**config.mk**
```make
export PLATFORM = sky130hd
export DESIGN_NAME = uart_fifo_flags
export DESIGN_NICKNAME = d
export VERILOG_FILES = /design/src/rtl/uff_pkg.sv /design/src/rtl/uff_thresh.sv /design/src/rtl/uff_ack_sync.sv /design/src/rtl/uff_wake.sv /design/src/rtl/uart_fifo_flags.sv
export SDC_FILE = /design/constraint.sdc
export NUM_CORES = 1
export LEC_CHECK = 0
export CAP_MARGIN = 20
export CORE_AREA = 2 2 39 41
export CTS_CLUSTER_SIZE = 10
export DETAILED_ROUTE_END_ITERATION = 6
export DIE_AREA = 0 0 41 43
export DONT_BUFFER_PORTS = 1
export PLACE_DENSITY = 0.68
export SYNTH_ARGS = -nofsm -noshare
export SYNTH_HDL_FRONTEND = slang
export SYNTH_SLANG_ARGS = --single-unit
```
**constraint.sdc**
```tcl
create_clock -name clk -period 1.05 [get_ports clk]
set_input_delay 0 -clock clk [delete_from_list [all_inputs] [get_ports clk]]
set_output_delay 0 -clock clk [all_outputs]
set_load 0.005 [all_outputs]
```
**src/rtl/uff_pkg.sv**
```systemverilog
package uff_pkg;

  localparam int NUM_FLAGS = 5;

  typedef enum int {
    F_TXTHR   = 0,
    F_RXTHR   = 1,
    F_RXFULL  = 2,
    F_TXEMPTY = 3,
    F_WAKE    = 4
  } flag_idx_e;

  // Threshold as a number of eighths of the FIFO depth; 0 for reserved codes.
  function automatic int thr_eighths(input logic [2:0] code);
    int n;
    case (code)
      3'd0:    n = 1;
      3'd1:    n = 2;
      3'd2:    n = 4;
      3'd3:    n = 6;
      3'd4:    n = 7;
      3'd5:    n = 8;
      default: n = 0;
    endcase
    return n;
  endfunction

  function automatic logic thr_valid(input logic [2:0] code);
    return (code <= 3'd5);
  endfunction

endpackage

```
**src/rtl/uff_thresh.sv**
```systemverilog
module uff_thresh #(
  parameter int DEPTH      = 8,
  parameter int LW         = $clog2(DEPTH + 1),
  parameter bit COUNT_FREE = 1'b0
) (
  input  logic          clk,
  input  logic          rst,
  input  logic [LW-1:0] level_i,
  input  logic [2:0]    code_i,
  output logic          flag_o
);
  localparam int MW = LW + 1;

  logic [MW-1:0] metric;
  logic [MW-1:0] need;
  logic          hit;

  generate
    if (COUNT_FREE) begin : g_free
      assign metric = MW'(DEPTH) - MW'(level_i);
    end else begin : g_fill
      assign metric = MW'(level_i);
    end
  endgenerate

  always_comb begin
    need = MW'((DEPTH * uff_pkg::thr_eighths(code_i)) / 8);
    hit  = uff_pkg::thr_valid(code_i) && (metric >= need);
  end

  always_ff @(posedge clk) begin
    if (rst) flag_o <= 1'b0;
    else     flag_o <= hit;
  end

  // a reserved code never yields a set flag
  a_r4_reserved_quiet: assert property (@(posedge clk) disable iff (rst)
    ($past(code_i) > 3'd5) |-> !flag_o);

endmodule

```
**src/rtl/uff_ack_sync.sv**
```systemverilog
module uff_ack_sync #(
  parameter int STAGES = 2
) (
  input  logic clk,
  input  logic rst,
  input  logic en_i,
  output logic ack_o
);
  logic chain [STAGES];

  generate
    for (genvar s = 0; s < STAGES; s++) begin : g_stage
      if (s == 0) begin : g_first
        always_ff @(posedge clk) begin
          if (rst) chain[s] <= 1'b0;
          else     chain[s] <= en_i;
        end
      end else begin : g_next
        always_ff @(posedge clk) begin
          if (rst) chain[s] <= 1'b0;
          else     chain[s] <= chain[s-1];
        end
      end
    end
  endgenerate

  assign ack_o = chain[STAGES-1];

endmodule

```
**src/rtl/uff_wake.sv**
```systemverilog
module uff_wake #(
  parameter int NUM_SRC = 4,
  parameter int SW      = $clog2(NUM_SRC)
) (
  input  logic               clk,
  input  logic               rst,
  input  logic               en_i,
  input  logic [SW-1:0]      sel_i,
  input  logic [NUM_SRC-1:0] evt_i,
  input  logic               clr_i,
  output logic               flag_o
);
  logic hit;

  assign hit = evt_i[sel_i];

  always_ff @(posedge clk) begin
    if (rst)        flag_o <= 1'b0;
    else if (!en_i) flag_o <= 1'b0;
    else if (hit)   flag_o <= 1'b1;
    else if (clr_i) flag_o <= 1'b0;
  end

  // disabled wakeup keeps the flag low
  a_r10_disabled_low: assert property (@(posedge clk) disable iff (rst)
    !$past(en_i) |-> !flag_o);

  // a selected event while enabled always leaves the flag set
  a_r9_event_sets: assert property (@(posedge clk) disable iff (rst)
    $past(en_i && evt_i[sel_i]) |-> flag_o);

endmodule

```
**src/rtl/uart_fifo_flags.sv**
```systemverilog
module uart_fifo_flags #(
  parameter int DEPTH       = 8,
  parameter int NUM_WAKE    = 4,
  parameter int SYNC_STAGES = 2,
  parameter int LW          = $clog2(DEPTH + 1),
  parameter int SW          = $clog2(NUM_WAKE)
) (
  input  logic                clk,
  input  logic                rst,
  input  logic [LW-1:0]       tx_level_i,
  input  logic [LW-1:0]       rx_level_i,
  input  logic                rx_hold_full_i,
  input  logic [2:0]          tx_thr_code_i,
  input  logic [2:0]          rx_thr_code_i,
  input  logic                tx_push_i,
  input  logic                tx_flush_req_i,
  input  logic                tx_en_i,
  input  logic                rx_en_i,
  input  logic                wake_en_i,
  input  logic [SW-1:0]       wake_sel_i,
  input  logic [NUM_WAKE-1:0] wake_evt_i,
  input  logic                wake_clr_i,
  input  logic [4:0]          irq_mask_i,
  output logic                tx_thr_flag_o,
  output logic                rx_thr_flag_o,
  output logic                rx_full_flag_o,
  output logic                tx_empty_flag_o,
  output logic                wake_flag_o,
  output logic                tx_en_ack_o,
  output logic                rx_en_ack_o,
  output logic                irq_o
);
  import uff_pkg::*;

  logic [NUM_FLAGS-1:0] flags;

  uff_thresh #(.DEPTH(DEPTH), .LW(LW), .COUNT_FREE(1'b1)) u_tx_thr (
    .clk(clk), .rst(rst), .level_i(tx_level_i), .code_i(tx_thr_code_i),
    .flag_o(tx_thr_flag_o));

  uff_thresh #(.DEPTH(DEPTH), .LW(LW), .COUNT_FREE(1'b0)) u_rx_thr (
    .clk(clk), .rst(rst), .level_i(rx_level_i), .code_i(rx_thr_code_i),
    .flag_o(rx_thr_flag_o));

  uff_ack_sync #(.STAGES(SYNC_STAGES)) u_tx_ack (
    .clk(clk), .rst(rst), .en_i(tx_en_i), .ack_o(tx_en_ack_o));

  uff_ack_sync #(.STAGES(SYNC_STAGES)) u_rx_ack (
    .clk(clk), .rst(rst), .en_i(rx_en_i), .ack_o(rx_en_ack_o));

  uff_wake #(.NUM_SRC(NUM_WAKE), .SW(SW)) u_wake (
    .clk(clk), .rst(rst), .en_i(wake_en_i), .sel_i(wake_sel_i),
    .evt_i(wake_evt_i), .clr_i(wake_clr_i), .flag_o(wake_flag_o));

  // Receive full: FIFO at depth and holding register occupied
  always_ff @(posedge clk) begin
    if (rst) rx_full_flag_o <= 1'b0;
    else     rx_full_flag_o <= (rx_level_i == LW'(DEPTH)) && rx_hold_full_i;
  end

  // Transmit empty: flush wins, push clears, empty level sets
  always_ff @(posedge clk) begin
    if (rst)                     tx_empty_flag_o <= 1'b1;
    else if (tx_flush_req_i)     tx_empty_flag_o <= 1'b1;
    else if (tx_push_i)          tx_empty_flag_o <= 1'b0;
    else if (tx_level_i == '0)   tx_empty_flag_o <= 1'b1;
  end

  always_comb begin
    flags            = '0;
    flags[F_TXTHR]   = tx_thr_flag_o;
    flags[F_RXTHR]   = rx_thr_flag_o;
    flags[F_RXFULL]  = rx_full_flag_o;
    flags[F_TXEMPTY] = tx_empty_flag_o;
    flags[F_WAKE]    = wake_flag_o;
  end

  always_ff @(posedge clk) begin
    if (rst) irq_o <= 1'b0;
    else     irq_o <= |(flags & irq_mask_i);
  end

  // full flag only with an occupied holding register
  a_r5_full_needs_hold: assert property (@(posedge clk) disable iff (rst)
    rx_full_flag_o |-> $past(rx_hold_full_i));

  // flush request always leaves the empty flag set
  a_r7_flush_sets: assert property (@(posedge clk) disable iff (rst)
    $past(tx_flush_req_i) |-> tx_empty_flag_o);

  // a lone push clears the empty flag
  a_r6_push_clears: assert property (@(posedge clk) disable iff (rst)
    $past(tx_push_i && !tx_flush_req_i) |-> !tx_empty_flag_o);

  // interrupt only from an enabled flag of the previous cycle
  a_r11_irq_source: assert property (@(posedge clk) disable iff (rst)
    irq_o |-> $past(|(flags & irq_mask_i)));

  generate
    if (SYNC_STAGES == 2) begin : g_ack_chk
      // acknowledge equals the enable of two cycles earlier
      a_r8_ack_delay: assert property (@(posedge clk) disable iff (rst)
        !$past(rst) |-> (tx_en_ack_o == $past(tx_en_i, 2)));
    end
  endgenerate

endmodule

```
==> results of run 1 <==
[state kept, by name, summed over array words and instances (netlist names)]
register,cells
u_rx_ack.chain,2
u_tx_ack.chain,2
irq_o,1
rx_full_flag_o,1
tx_empty_flag_o,1
u_rx_thr.flag_o,1
u_tx_thr.flag_o,1
u_wake.flag_o,1
[cell families (layout without fill, tap and decap cells)]
kind of cell             after synthesis  in the layout  share of synthesized area [%]
XOR/XNOR                               2              2                           2.82
multiplexers                           5              5                           10.1
AO/OA/AOI/OAI                         15             15                           16.1
AND/OR/NAND/NOR                       18             18                           17.5
buffers and inverters                  5             30                           3.02
flip-flops                            10             10                           32.3
adder cells (fa/ha/maj)                9              9                           18.1
[synth_stat cells]
cell type                    n
sky130_fd_sc_hd__nor3_1      2
sky130_fd_sc_hd__inv_1       4
sky130_fd_sc_hd__mux4_2      1
sky130_fd_sc_hd__nor3b_1     1
sky130_fd_sc_hd__nor2b_1     4
sky130_fd_sc_hd__nand3b_1    2
sky130_fd_sc_hd__o21ba_2     1
sky130_fd_sc_hd__o211ai_1    1
sky130_fd_sc_hd__or3b_2      1
sky130_fd_sc_hd__xnor2_1     1
sky130_fd_sc_hd__o2bb2ai_1   1
sky130_fd_sc_hd__a21oi_1     5
sky130_fd_sc_hd__a31oi_1     1
sky130_fd_sc_hd__nand2b_1    2
sky130_fd_sc_hd__ha_1        9
sky130_fd_sc_hd__xor2_1      1
sky130_fd_sc_hd__a22oi_1     1
sky130_fd_sc_hd__o21ai_0     2
sky130_fd_sc_hd__clkbuf_1    1
sky130_fd_sc_hd__a21o_1      2
sky130_fd_sc_hd__nand2_1     1
sky130_fd_sc_hd__mux2i_1     4
sky130_fd_sc_hd__dfxtp_1    10
sky130_fd_sc_hd__nor2_1      4
sky130_fd_sc_hd__a222oi_1    1
sky130_fd_sc_hd__nand4bb_1   1
[layout make-up]
cell class                      count  area [um2]
Timing Repair Buffer               23         225
Multi-Input combinational cell     49         422
Inverter                            4        15.0
Tap cell                           16        20.0
Clock buffer                        3        22.5
Fill cell                         112         479
Sequential cell                    10         200
[worst max-delay path, stage by stage]
cell and delay [ps]:
sky130_fd_sc_hd__dlygate4sd3_1 680, sky130_fd_sc_hd__a21oi_1 210, sky130_fd_sc_hd__nand2_1 70, sky130_fd_sc_hd__o2bb2ai_1 140
[routing by layer]
metal | share of wire, % | vias to the layer above | global-route usage [%]
li1 | - | 284 | -
met1 | 37 | 243 | 15.9
met2 | 57 | 23 | 35.3
met3 | 6.2 | 0 | 3.66
met4 | 0 | 0 | 4.00
met5 | 0 | - | 0
[power by group]
| part | internal, W | leakage (nW) | switching, W |
|---|---|---|---|
| Sequential | 0.000404 | 0.0827 | 0.0000156 |
| Clock | 0.000131 | 0.0138 | 0.000109 |
| Combinational | 0.000140 | 0.287 | 0.0000755 |
[cell usage in the layout, fill, tap and decap left out, types with 2 or more instances in the layout]
cell type | netlist | layout
sky130_fd_sc_hd__dfxtp_1 | 10 | 10
sky130_fd_sc_hd__dlygate4sd3_1 | 0 | 21
sky130_fd_sc_hd__nand3b_1 | 2 | 2
sky130_fd_sc_hd__buf_4 | 0 | 2
sky130_fd_sc_hd__clkbuf_4 | 0 | 3
sky130_fd_sc_hd__ha_1 | 9 | 8
sky130_fd_sc_hd__inv_1 | 4 | 2
sky130_fd_sc_hd__a21o_1 | 2 | 2
sky130_fd_sc_hd__mux2i_1 | 4 | 4
sky130_fd_sc_hd__nand2b_1 | 2 | 2
sky130_fd_sc_hd__inv_2 | 0 | 2
sky130_fd_sc_hd__o21ai_0 | 2 | 2
sky130_fd_sc_hd__nor3_1 | 2 | 2
sky130_fd_sc_hd__nor2_1 | 4 | 3
sky130_fd_sc_hd__nor2b_1 | 4 | 4
sky130_fd_sc_hd__a21oi_1 | 5 | 5
[worst paths after layout]
| check | start | cells after the start | endpoint | slack [ps] |
|---|---|---|---|---|
| worst max register to register | tx_empty_flag_o | 2 | irq_o | 200 |
| worst min-delay path | wake_clr_i | 3 | u_wake.flag_o | 6 |
| worst max-delay path | rst | 4 | u_tx_thr.flag_o | 130 |
| worst min register to register | u_tx_ack.chain[0] | 1 | u_tx_ack.chain[1] | 450 |
[stage by stage]
| step | instances | hold slack (ps) | setup TNS [ps] | cell area [um2] |
|---|---|---|---|---|
| after floorplan | 64 | 76.8 | -1.40 | 641 |
| after global placement | 81 | 70.6 | -93.9 | 672 |
| final | 105 | 5.69 | 0 | 905 |
| after global routing | 105 | 58.0 | 0 | 905 |
| after CTS | 105 | 4.53 | 0 | 905 |
| after detailed placement | 81 | 75.2 | -154 | 672 |
==> summary.md, run 1 <==
The completed layout was analyzed and its total power is 0.000875 W. Cells fill 65.4% of the core in the end. The power per cell area came out at 967 mW/mm2. The hold-fix buffer count after cts was 21; the number of max-slew violations in the final report was 0. Clock tree synthesis selected as its root buffer the cell sky130_fd_sc_hd__clkbuf_4. By startpoint and endpoint, the worst setup path is classified as primary input to flip-flop. Setup slack closes at 128 ps. Number of search-and-repair iterations in the first detailed-routing pass: 4. The height of the chip works out to 43 um. The tools report the clock tree skew after final layout as 0.337 ps. For the detailed-route via count, the log shows 550. The total routing usage reported by global routing was 17.6%; the post-synthesis register bit count was 10. The sequential cell area fraction in the yosys report is 32.3%. At the end of the flow, the number of nets in the layout was 134. The run gives 250 ps as the clock latency of the later-clocked register in the worst-skew pair.

The post-route DRC violation count came out at 0. In this run the post-CTS setup repair buffer count came out at 0. The synthesized area per cell is 9.70 um2. The tools report the initial antenna violation count as 0. The CTS buffer count is 3, and the die extent in x is 41 um. For this design the top-level I/O count stands at 42. The flow ran to the end, and the final reports show no timing, DRC or antenna violations.

Layout-stage area growth over the synthesis result: 45.8%. For the post-synthesis cell count, the log shows 64. The routed wire length per instance works out to 13.4 um.

Port buffering added 0 buffers. Summed over all layers, the routed wires come to 1.40 mm. Post-CTS repair changed the size of 0 cells. The number of antenna repair diodes is 0, and the worst setup slack before clock tree synthesis is -77.5 ps. The number of failing hold endpoints at the final stage was 0; the top cell type's share of synthesized area was 32.3%. The first global-routing pass estimated 2.15 mm of wire.

The relative slew slack is 75.7%. The synthesized design spends more area on one cell type than any other, namely sky130_fd_sc_hd__dfxtp_1. The die covers 0.00176 mm2. The logs give 1 for the number of H-tree levels and 14 for the total number of placement rows. At the worst endpoint, the required time is 1230 ps.

Maximum number of pins on one net before global-route repair: 11. For this configuration, the core starts out at a cell density of 44.8%. Sorting the synthesized cells by area gives the leading types as sky130_fd_sc_hd__dfxtp_1, sky130_fd_sc_hd__ha_1, sky130_fd_sc_hd__mux2i_1, sky130_fd_sc_hd__a21oi_1, sky130_fd_sc_hd__nor2b_1. The final critical path takes up 87.8% of the cycle.

Via count of the first global-routing pass: 606. Summing every instance area after synthesis gives 621 um2. Routability-driven placement finished with a final weighted congestion of 0.609.

The HPWL after detailed placement is 930 um. Setup violations remaining at the end of the flow were counted as 0. The detail route stage leaves a number of antenna-violating nets equal to 0. Of all nets on the critical path, the largest fanout is 10. The area of the core is 0.00138 mm2. The critical path data arrival time was 1100 ps; the overall overflow remaining after global route was 0. The tools report the synthesized net count as 107. The logs give 8 for the initial DRC count and 26 for the number of distinct library cell variants in the gate-level netlist after synthesis.

TritonCTS built the clock tree. The tightest min-delay check is of the primary input to flip-flop type. The clock passes through at most 2 buffers.

At the pin with the least slew margin, the transition time is 364 ps. STA classifies the critical path endpoint as a flip-flop. Setup repair after global routing left no endpoint under its margin.

Kind of start point of the critical path: a primary input. The number of max-cap violations was 0; the number of warning messages in the yosys log was 0. The largest vdd supply drop is 0.000659 V. The share of final-layout standard cells stronger than drive strength 1 is 13.5%. Dividing the detail-routed via count by the number of cells gives 5.24.

The clock transition at the registers of the reported paths came out at 60 ps. Clock tree synthesis found a total of 10 sinks. For this run, the top clock speed supported by timing is 1.08 GHz.

The time the worst path needs with I/O delays and setup was 922 ps. The static leakage is 0.383 nW.
Note: power is estimated with default switching activity, not from simulation.
==> run 2: changes to the inputs <==
ABC_AREA = 1   (was unset)
CORE_AREA = unset   (was 2 2 39 41)
CORE_MARGIN = 2   (was unset)
CORE_UTILIZATION = 53   (was unset)
DIE_AREA = unset   (was 0 0 41 43)
PLACE_DENSITY = 0.75   (was 0.68)
==> run 2 against run 1 <==
  * Critical path depth grew 3
  * Highest routed layer unchanged
  * Synthesized area grew 13%
  * Largest power group unchanged
  * First-iteration DRC count shrank 63%
  * Combinational power grew 13%
  * Synthesized cell count grew 64%
  * Cell count grew 36%
  * Die area shrank 7.5%
  * Non-clock buffer count shrank 3
==> summary.md, run 2 <==
Smallest setup slack after layout: 78.4 ps (-49.3 ps). Share of final-layout standard cells stronger than drive strength 1: 10.9% (-2.5 points). The kind of start point of the critical path is a primary input. Master cell of the clock root buffer: sky130_fd_sc_hd__clkbuf_4. The area of the core came out at 0.00127 mm2 (-8.3%). For the number of warning messages in the yosys log, the log shows 0 (unchanged). The switching power of the nets was 0.000246 W (+23%); the power per cell area was 1040 mW/mm2 (+7.1%).

By area, the combinational part of the netlist is dominated by simple AND/OR/NAND/NOR gates. Cell area after technology mapping: 702 um2 (+13%). The worst setup slack before clock tree synthesis came out at -66.0 ps (+11.5 ps). The post-synthesis register bit count was 10 (unchanged); the async set-reset flop share out of synthesis was 0% (unchanged). For the detailed-route via count, the log shows 735 (+34%). The run gives 0 (unchanged) as the number of max-slew violations in the final report. Power share of the combinational group: 24.8% (+0.2 points). The total routed wirelength was 1.70 mm (+21%); the post-route fraction of the period consumed by the critical path was 92.5% (+4.7 points).

The global placement routability congestion is 0.809 (+33%), and the initial antenna violation count is 0 (unchanged). Remaining antenna violation count after routing: 0 (unchanged). The switching part of the total was 24.9% (+2.1 points).

TritonCTS built the clock tree. The logs give 726 um2 (+8.0%) for the post-placement cell area and 0.00163 mm2 (-7.5%) for the die outline area. The tools report the relative slew slack as 79.9% (+4.2 points). For the via count of the first global-routing pass, the log shows 711 (+17%).

The maximum clock insertion buffer count is 2 (unchanged). The run gives 3 (unchanged) as the CTS buffer count. For the data required time at the worst endpoint, the log shows 1200 ps (-30 ps). The logs give 0.000741 W (+9.7%) for the cell internal power dissipation and 0 (unchanged) for the post-route DRC violation count. The top cell type's share of synthesized area is 28.5% (-3.7 points). For the starting density of the core, the log shows 55.3% (+10 points). In the layout the commonest cells are sky130_fd_sc_hd__nand2_1, sky130_fd_sc_hd__dlygate4sd3_1, sky130_fd_sc_hd__inv_1. For the post-synthesis cell count, the log shows 105 (+64%). The clock latency of the later-clocked register in the worst-skew pair came out at 250 ps (about the same). The worst setup path is of the primary input to flip-flop kind. The tools report the kind of end point of the critical path as a flip-flop. The share of the synthesized area in compound gates (AO/OA/AOI/OAI) was 11.4% (-4.7 points). The primary flip-flop cell chosen by synthesis mapping is sky130_fd_sc_hd__dfxtp_1.

The slew at the pin closest to its max-slew limit was 301 ps (-62.8 ps). The most critical setup path has its startpoint at rx_level_i[0]. The total routing usage reported by global routing is 23.9% (+6.2 points). Largest fanout on the critical path: 2 (-8). The number of search-and-repair iterations in the first detailed-routing pass came out at 4 (unchanged).

The logs give 13 (-1) for the total number of placement rows and 1130 ps (+30 ps) for the critical path data arrival time. The number of failing hold endpoints at the final stage is 0 (unchanged), and the overall overflow remaining after global route is 0 (unchanged). Path type of the worst min-delay path: primary input to flip-flop. The count of flip-flops with a built-in enable after synthesis works out to 0 (unchanged).

Leaving out fill and tap cells, the most frequent cell in the layout is sky130_fd_sc_hd__nand2_1. The largest registers in the layout are u_rx_ack.chain: 2 flops, u_tx_ack.chain: 2 flops. The largest vdd supply drop came out at 0.000564 V (-14%).

For the final number of setup-violating endpoints, the log shows 0 (unchanged). The wire length of the first global-routing pass was 2.54 mm (+18%); the routed wire length per instance was 11.9 um (-11%). The die extent in x was 40.4 um (-1.5%).

The height of the chip was 40.4 um (-6.1%). The startpoint identified for the worst register-to-register timing path is u_wake.flag_o. The tools report the startpoint of the most critical hold path as tx_level_i[2].

Maximum number of pins on one net before global-route repair: 9 (-2). The average vias per placed instance was 5.14 (-1.9%); the synthesized net count was 148 (+38%). The number of buffer cells added on primary ports is 0 (unchanged). The number of max-cap violations was 0 (unchanged); the fraction of power consumed by sequential logic was 42.2% (-5.8 points).

The post-synthesis xor/xnor area fraction is 2.50% (-0.33 points), and the time the worst path needs with I/O delays and setup is 972 ps (+49.3 ps). The tools report the count of nets after finishing as 172 (+28%). The clock transition at the registers of the reported paths came out at 60 ps (about the same). The synthesized area per cell was 6.68 um2 (-31%).

The number of placed I/O pins was 42 (unchanged). The tools report the part of the total power dissipated in the clock network as 33.1% (+5.7 points). Among all cell types in the netlist, the one instantiated most often is sky130_fd_sc_hd__nand2_1. The cell type with the largest total area after synthesis was sky130_fd_sc_hd__dfxtp_1. Counting instances in the post-synthesis netlist gives the leading cell types as sky130_fd_sc_hd__nand2_1, sky130_fd_sc_hd__inv_1, sky130_fd_sc_hd__nor2_1. The post-route setup TNS came out at 0 ps (unchanged).

The static leakage is 0.504 nW (+31%), and the half-perimeter wire length after placement is 1.14 mm (+23%). The simple-gate share of the synthesized area is 28.0% (+10 points), and the final standard cell utilization of the core is 75.0% (+9.7 points). The sequential cell area fraction in the yosys report was 28.5% (-3.7 points). The run gives 952 um2 (+5.3%) as the finished layout cell area. The maximum frequency from static timing analysis was 1.03 GHz (-5.1%). The flow ran to the end, and the final reports show no timing, DRC or antenna violations. The adder and majority gate portion of the synthesized area is 16.0% (-2.1 points), and the fraction of synthesized area in multiplexers is 0% (-10 points). The number of distinct library cell variants in the gate-level netlist after synthesis is 20 (-23%). Relative to the synthesized area, the layout overhead comes to 35.7%. Yosys attributes the largest share of cell area to sky130_fd_sc_hd__dfxtp_1, sky130_fd_sc_hd__ha_1, sky130_fd_sc_hd__nand2_1, sky130_fd_sc_hd__inv_1, sky130_fd_sc_hd__nor2_1. The tools report the number of H-tree levels as 1 (unchanged). The number of antenna repair diodes came out at 0 (unchanged).

The clock tree skew after final layout is 1.74 ps (+1.41 ps). Setup repair after global routing left no endpoint under its margin. For the initial DRC count, the log shows 3 (-5). The run gives 10 (unchanged) as the TritonCTS sink count.
## run 2: cell count changes in the layout (fill, tap and decap cells not counted), moves of 7 or more
cell                      delta
sky130_fd_sc_hd__nor2_1      +9
sky130_fd_sc_hd__nand3_1     +7
sky130_fd_sc_hd__nand2_1    +20
sky130_fd_sc_hd__inv_1      +16
## run 2: power by group through the flow
| stage | logic, W | clock network, W | registers [W] |
|---|---|---|---|
| floorplan | 0.000151 | 0 | 0.000421 |
| global placement | 0.000168 | 0 | 0.000425 |
| detailed placement | 0.000177 | 0 | 0.000425 |
| CTS | 0.000240 | 0.000333 | 0.000417 |
| global route | 0.000285 | 0.000358 | 0.000420 |
| finish | 0.000244 | 0.000326 | 0.000416 |
## run 2: per-layer routing
layer	track usage, %	wire length [um]
met5	0	0
met4	5.00	0
met3	4.44	108
met2	55.6	965
met1	18.4	628
## run 2: cell families after synthesis
group,Yosys count
and+or+nand+nor,45
buffers and inverters,25
AOI/OAI and AO/OA,14
DFF,10
adders and majority gates,9
xor gates and xnor gates,2
## run 2: path summary, 6_finish.rpt
| kind | slack (ps) | cells after the start | endpoint |
|---|---|---|---|
| setup / recovery | 80 | 7 | u_rx_thr.flag_o |
| hold / removal | 2 | 3 | tx_empty_flag_o |
| setup reg to reg | 250 | 3 | irq_o |
| hold reg to reg | 410 | 2 | u_tx_ack.chain[1] |
## run 2: repair_timing
item                      4_1_cts  5_1_grt
hold buffers                   19        0
hold endpoints to repair       10        0
gates resized for setup         0        0
buffers inserted                0        0
## run 2: cell type report
cell class | count | area, um2
well taps | 15 | 18.8
fillers | 106 | 317
inverters | 24 | 90.1
multi-input cells | 70 | 409
repair buffers | 20 | 198
flip-flops and latches | 10 | 200
clock buffers | 4 | 36.3
## run 2: through the flow
stage	hold WS, ps	instances	power [W]
final	2.37	143	0.000986
after global routing	22.9	143	0.00106
after CTS	3.23	143	0.000990
after detailed placement	73.8	120	0.000602
after global placement	73.4	120	0.000593
after floorplan	69.0	105	0.000573
## run 2: critical path, stage by stage
cell and delay, ps:
sky130_fd_sc_hd__dlygate4sd3_1 530, sky130_fd_sc_hd__inv_1 60, sky130_fd_sc_hd__ha_1 280, sky130_fd_sc_hd__nand3_1 80, sky130_fd_sc_hd__nand3_1 70, sky130_fd_sc_hd__nand2_1 60, sky130_fd_sc_hd__inv_1 30
